--- src/rtl/audio_clkgen.sv ---
module audio_clkgen #(
  parameter int HDW = 6,
  parameter int BDW = 5
) (
  input  logic           clk,
  input  logic           rst_n,
  input  logic [1:0]     tx_mode,
  input  logic [1:0]     rx_mode,
  input  logic [HDW-1:0] tx_hdiv,
  input  logic [BDW-1:0] tx_bdiv,
  input  logic [HDW-1:0] rx_hdiv,
  input  logic [BDW-1:0] rx_bdiv,
  input  logic           tx_hf_out_en,
  input  logic           rx_hf_out_en,
  input  logic           tx_bclk_in,
  input  logic           rx_bclk_in,
  input  logic           tx_hf_in,
  input  logic           rx_hf_in,
  input  logic           tx_fs_sel,
  input  logic           rx_fs_sel,
  input  logic           tx_fs_int,
  input  logic           tx_fs_ext,
  input  logic           rx_fs_int,
  input  logic           rx_fs_ext,
  output logic           tx_bclk,
  output logic           rx_bclk,
  output logic           tx_hf_out,
  output logic           rx_hf_out,
  output logic           tx_bclk_oe,
  output logic           rx_bclk_oe,
  output logic           tx_hf_oe,
  output logic           rx_hf_oe,
  output logic           tx_fs,
  output logic           rx_fs
);
  localparam logic [1:0] M_INT = 2'd0, M_XBIT = 2'd1, M_XHF = 2'd2, M_SYNC = 2'd3;
  localparam int CW = 2 + HDW + BDW;

  logic [1:0]     md  [2];
  logic [HDW-1:0] hdv [2];
  logic [BDW-1:0] bdv [2];
  logic [1:0] b_in, h_in, h_en, gen_b, gen_h, is_int, is_xb, is_xh;
  logic rx_sync;

  assign md[0]  = tx_mode;  assign md[1]  = rx_mode;
  assign hdv[0] = tx_hdiv;  assign hdv[1] = rx_hdiv;
  assign bdv[0] = tx_bdiv;  assign bdv[1] = rx_bdiv;
  assign b_in = {rx_bclk_in, tx_bclk_in};
  assign h_in = {rx_hf_in, tx_hf_in};
  assign h_en = {rx_hf_out_en, tx_hf_out_en};

  for (genvar d = 0; d < 2; d++) begin : g_dir
    logic [CW-1:0]  cfg_q;
    logic [HDW-1:0] hcnt;
    logic [BDW-1:0] bcnt;
    logic chg, htk, bsrc, btk;

    assign is_int[d] = (md[d] == M_INT) || ((d == 0) && (md[d] == M_SYNC));
    assign is_xb[d]  = (md[d] == M_XBIT);
    assign is_xh[d]  = (md[d] == M_XHF);

    assign chg  = ({md[d], hdv[d], bdv[d]} != cfg_q);
    assign htk  = is_int[d] && !chg && (hcnt == hdv[d]);
    assign bsrc = is_int[d] ? htk : (is_xh[d] && h_in[d] && !chg);
    assign btk  = bsrc && (bcnt == bdv[d]);

    always_ff @(posedge clk or negedge rst_n) begin
      if (!rst_n) begin
        cfg_q <= '0;
        hcnt  <= '0;
        bcnt  <= '0;
      end else begin
        cfg_q <= {md[d], hdv[d], bdv[d]};
        if (chg || !is_int[d] || htk) hcnt <= '0;
        else                           hcnt <= hcnt + 1'b1;
        if (chg || !(is_int[d] || is_xh[d])) bcnt <= '0;
        else if (bsrc)                       bcnt <= btk ? '0 : bcnt + 1'b1;
      end
    end

    assign gen_b[d] = rst_n && (is_xb[d] ? b_in[d] : btk);
    assign gen_h[d] = rst_n && htk && h_en[d];
  end

  assign rx_sync    = (rx_mode == M_SYNC);
  assign tx_bclk    = gen_b[0];
  assign rx_bclk    = rx_sync ? gen_b[0] : gen_b[1];
  assign tx_hf_out  = gen_h[0];
  assign rx_hf_out  = gen_h[1];
  assign tx_bclk_oe = is_int[0] || is_xh[0];
  assign rx_bclk_oe = is_int[1] || is_xh[1];
  assign tx_hf_oe   = is_int[0] && tx_hf_out_en;
  assign rx_hf_oe   = is_int[1] && rx_hf_out_en;
  assign tx_fs      = tx_fs_sel ? tx_fs_ext : tx_fs_int;
  assign rx_fs      = rx_sync ? tx_fs : (rx_fs_sel ? rx_fs_ext : rx_fs_int);
endmodule

--- config.mk ---
export PLATFORM = sky130hd
export DESIGN_NAME = audio_clkgen
export DESIGN_NICKNAME = d
export VERILOG_FILES = /design/src/rtl/audio_clkgen.sv
export SDC_FILE = /design/constraint.sdc
export NUM_CORES = 1
export LEC_CHECK = 0
export ABC_AREA = 1
export CAP_MARGIN = 20
export CORE_MARGIN = 4
export CORE_UTILIZATION = 48
export DETAILED_ROUTE_END_ITERATION = 12
export PLACE_DENSITY_LB_ADDON = 0.2
export SLEW_MARGIN = 0
export SYNTH_ARGS = -nofsm -noshare
export SYNTH_HDL_FRONTEND = slang
export SYNTH_SLANG_ARGS = --single-unit
--- constraint.sdc ---
create_clock -name clk -period 2.21 [get_ports clk]
set_input_delay 0.663 -clock clk [delete_from_list [all_inputs] [get_ports clk]]
set_output_delay 0.663 -clock clk [all_outputs]
set_load 0.05 [all_outputs]
# After elaboration in Yosys (flattened, before gate mapping)

Cells that the tools add are included.

$add $sub $neg: 4
Equal/unequal tests: 12
Mux-type cells: 16
Reduce and logical (&&, ||, !) cells: 37

Operators by type and width:

| kind                  | count |
|---|---|
| $mux W5               | 6 |
| $ne A13 B13 Y1        | 2 |
| $logic_and A1 B1 Y1   | 18 |
| $add A6 B1 Y6 const B | 2 |
| $eq A6 B6 Y1          | 2 |
| $mux W6               | 2 |
| $add A5 B1 Y5 const B | 2 |
| $eq A5 B5 Y1          | 2 |
| $logic_or A1 B1 Y1    | 9 |
| $eq A2 B2 Y1 const B  | 4 |
| $mux W1               | 8 |
| $logic_not A1 Y1      | 6 |
| $eq A2 B1 Y1 const B  | 2 |
| $logic_not A2 Y1      | 2 |
| $reduce_bool A2 Y1    | 2 |

Register bits after elaboration: 48
Input port bits: 40
Output and inout bits: 10
Logic and storage cells: 75

# Logic depth before layout (Yosys ltp)

Depth after elaboration: 9
Gate-level depth with buffers: 14

# Least setup slack after synthesis

Ideal clock, no wire load.

Path type: input port to output port
Start: input tx_mode[0]
End: output tx_bclk
Arrival time: 2.247 ns
Data required time: 1.547 ns
Slack: -0.700 ns
Stages on the path: 7
Cells stage by stage: inv_1 ha_1 nor3b_1 nand2_1 nand2_1 nand2_1 a21oi_1

Cells in the longest elaborated chain, start to end: 8

RTL lines:

| item                                                          | RTL line   | text |
|---|---|---|
| start: declaration                                            | 7          | `input logic [1:0] tx_mode,` |
| $ne A13 B13 Y1, or another cell as far along                  | 62         | `assign chg = ({md[d], hdv[d], bdv[d]} != cfg_q);` |
| $logic_not A1 Y1 / $logic_or A1 B1 Y1 (equally long branches) | 63, 64, 58 |  |
| $logic_and A1 B1 Y1 (2 in series)                             | 63         | `assign htk = is_int[d] && !chg && (hcnt == hdv[d]);` |
| $mux W1                                                       | 64         | `assign bsrc = is_int[d] ? htk : (is_xh[d] && h_in[d] && !chg);` |
| $logic_and A1 B1 Y1                                           | 65         | `assign btk = bsrc && (bcnt == bdv[d]);` |
| $mux W1 *                                                     | 81         | `assign gen_b[d] = rst_n && (is_xb[d] ? b_in[d] : btk);` |
| $logic_and A1 B1 Y1 *                                         | 81         |  |
| end: declaration                                              | 25         | `output logic tx_bclk,` |

Mark *: on every way between the ends. The rest lies on a longest branch, timed or not.

# Worst setup path in the final report

Start: input rx_hdiv[1]
End: output rx_bclk

Cells in the longest elaborated chain, start to end: 9

RTL lines:

| item                              | RTL line | text |
|---|---|---|
| start: declaration                | 11       | `input logic [HDW-1:0] rx_hdiv,` |
| $ne A13 B13 Y1                    | 62       |  |
| $logic_not A1 Y1                  | 63, 64   |  |
| $logic_and A1 B1 Y1 (2 in series) | 63       |  |
| $mux W1 *                         | 64       |  |
| $logic_and A1 B1 Y1 *             | 65       |  |
| $mux W1 *                         | 81       |  |
| $logic_and A1 B1 Y1 *             | 81       |  |
| $mux W1 *                         | 87       | `assign rx_bclk = rx_sync ? gen_b[0] : gen_b[1];` |
| end: declaration                  | 26       | `output logic rx_bclk,` |

Marks and branches as above.

==> flow_summary.ini <==
[status]
status = complete, but fails checks
violations = negative setup slack

[synth]
synthCells = 389
yosys.area.top_type = dfrtp_1
synthDistinctLibCells = 29
synth_edf_count = 0
synth_fp_nets = 435
synthArstFlopShare_pct = 100.0
synthTopCellsByArea = dfrtp_1 42%, nand2_1 17%, inv_1 9.4%
synth_seq_cells = 48
synth_top_area_share_pct = 42.33
syn_area_per_cell_um2 = 7.295
synth-seq-area-share_pct = 42.33
yosys_warnings = 0
synthesis.area_um2 = 2838
synthFlopType = dfrtp_1

[die]
coreArea_um2 = 5608
num_rows = 27
die_width_um = 84.89
io_pins = 50
die_area_um2 = 7206
die_h_um = 84.89
start_util_pct = 50.60

[drt]
highest_layer = met4
vias = 3049
drc = 0
wire_per_inst_um = 15.49
finalWirelength_um = 9420
antenna_left = 0
drt-initial-drc-count = 197
wl_met1_um = 3395
wl_met2_um = 5288
drt_pass1_iterations = 4
viasPerCell = 5.015
wl_met3_um = 458

[sta]
clock-skew-final_ns = 0.01092
setup_violations = 15
rsz0062_at_grt = true
period_share_pct = 121.6
fin_setup_tns_ns = -2.574
fmax_ghz = 0.3720
hold_viol_final = 0
drv_slew = 0
worst_pin_slew_ns = 0.2877
setup_ws_ns = -0.4779
min_period_ns = 2.688
slew_headroom_pct = 80.76

[critical_path]
slowest_delay_ns = 0.17
critPathKind = in -> out
path_cells = buf_4 > inv_1 > nand2_1 > nand2_1 > nor2_2 > nand2_1 > nor2_1 > nand4_1 > nand2_2 > nand2_2 > nand2_2 > nand2_2 > nand2_4 > buf_12
crit_family = simple AND/OR/NAND/NOR gates
crit_path_frequent_cell = nand2_2
worstPathArrival_ns = 2.02
crit_path_end_kind = output pin
cp_slowest_cell = nand4_1
worstPathRequired_ns = 1.55
startpoint_type = input pin
cp_num_buf_inv = 3
critical_path.max_fanout = 4

[cells_and_area]
final_cell_mix = 90 x nand2_1, 86 x buf_4, 51 x inv_1, 48 x dfrtp_1, 41 x nand2_2
final_common_cell = nand2_1
final_nets = 582
area_growth_pct = 66.18
multiInputGateArea_um2 = 1763
antenna_cells = 0
drive_gt1_share_pct = 47.76
fin_util_pct = 84.09
register_area_um2 = 1201
fillCellCount = 326

[clocking]
cts_max_level = 2
cts_sinks = 48
numCtsBuffers = 5
ctsHoldBuffers = 0
clockRootBuffer = clkbuf_8
cts_tree = done
clk_latency_ns = 0.30
clk_pin_slew_ns = 0.09
clock_path_buffers = 2

[placement]
port_buffers = 49
hpwl_um = 5624
place.gp.congestion = 0.8298

[global_route]
grt_max_degree = 16
grt-ovfl-total = 0
grt_pass1_wl_um = 14080
grt_antenna_before_repair = 0
grtUsageTotal_pct = 24.43
grt_pass1_vias = 3094

[power]
ir_worst_vdd_v = 0.0003267
power.density_nw_per_um2 = 420.1
p_leak_nw = 2.450

[worst_hold_path]
hold_path_class = in -> reg

[job]
maxCapViolCount = 0
metal layers:
layer	global-route usage [%]	vias up
met5	0	-
met4	10.65	0
met3	4.078	28
met2	45.69	108
met1	27.00	1450
li1	-	1463
cell families (layout without fill, tap and decap cells):
| group | after synthesis | in the layout | synth area share [%] |
|---|---|---|---|
| flops | 48 | 48 | 42.33 |
| buf+inv | 74 | 221 | 9.788 |
| simple gates | 223 | 223 | 33.91 |
| mux | 2 | 2 | 0.7495 |
| compound gates | 10 | 10 | 2.557 |
| fa+ha+maj | 6 | 6 | 2.645 |
| xor+xnor | 26 | 26 | 8.025 |
flip-flops by register name, summed over array words and instances (netlist names):
signal / count
g_dir.cfg_q: 26
g_dir.bcnt: 10
g_dir.hcnt: 12
what timing repair did:
item | 4_1_cts | 5_1_grt
setup buffers | 31 | 14
gates resized for setup | 171 | 95
endpoints found under the setup margin | 12 | 18
pin swaps | 50 | 54
synth_stat cells, types with 3 or more instances:
cell and count:
xnor2_1 15, nand2_1 132, nand4_1 6, nor2_1 46, xor2_1 11, o21ai_0 3, inv_1 71, nor3b_1 5
ha_1 6, nand3_1 19, dfrtp_1 48, o22ai_1 3
stage by stage:
step / hold WS, ns / total power [W] / worst slack [ns] / area [um2] / cells
finish: 0.4650 / 0.001981 / -0.4779 / 4716 / 608
global route: 0.4464 / 0.002076 / -0.5821 / 4716 / 608
CTS: 0.4559 / 0.001932 / -0.4083 / 4403 / 604
detailed placement: 0.5752 / 0.001304 / -0.9382 / 3998 / 568
global placement: 0.5517 / 0.001294 / -0.8673 / 3998 / 568
floorplan: 0.3674 / 0.001083 / -0.2419 / 2912 / 389
final cells by class:
cell class / count / area share [%]
Inverter: 74 / 6.235
Tap cell: 72 / 1.910
Timing Repair Buffer: 140 / 27.06
Clock inverter: 1 / 0.1857
Multi-Input combinational cell: 267 / 37.38
Clock buffer: 6 / 1.751
Sequential cell: 48 / 25.47
report_power, final:
part / switching, W / total [W] / internal (W)
clock: 0.000311 / 0.000561 / 0.000250
sequential: 0.0000170 / 0.000919 / 0.000902
combinational: 0.000254 / 0.000501 / 0.000247
path summary, 6_finish.rpt:
kind,start,end,slack (ns),depth (start not counted)
min in group asynchronous,rst_n,g_dir[0].cfg_q[12],0.52,2
hold reg to reg,g_dir[0].hcnt[0],g_dir[0].hcnt[0],0.59,2
setup / recovery,rx_hdiv[1],rx_bclk,-0.48,14
setup reg to reg,g_dir[1].cfg_q[0],g_dir[1].bcnt[4],-0.15,20
max in group asynchronous,rst_n,g_dir[0].bcnt[3],1.46,2
hold / removal,tx_hdiv[4],g_dir[0].cfg_q[9],0.46,1
(Power assumes the default switching activity.)
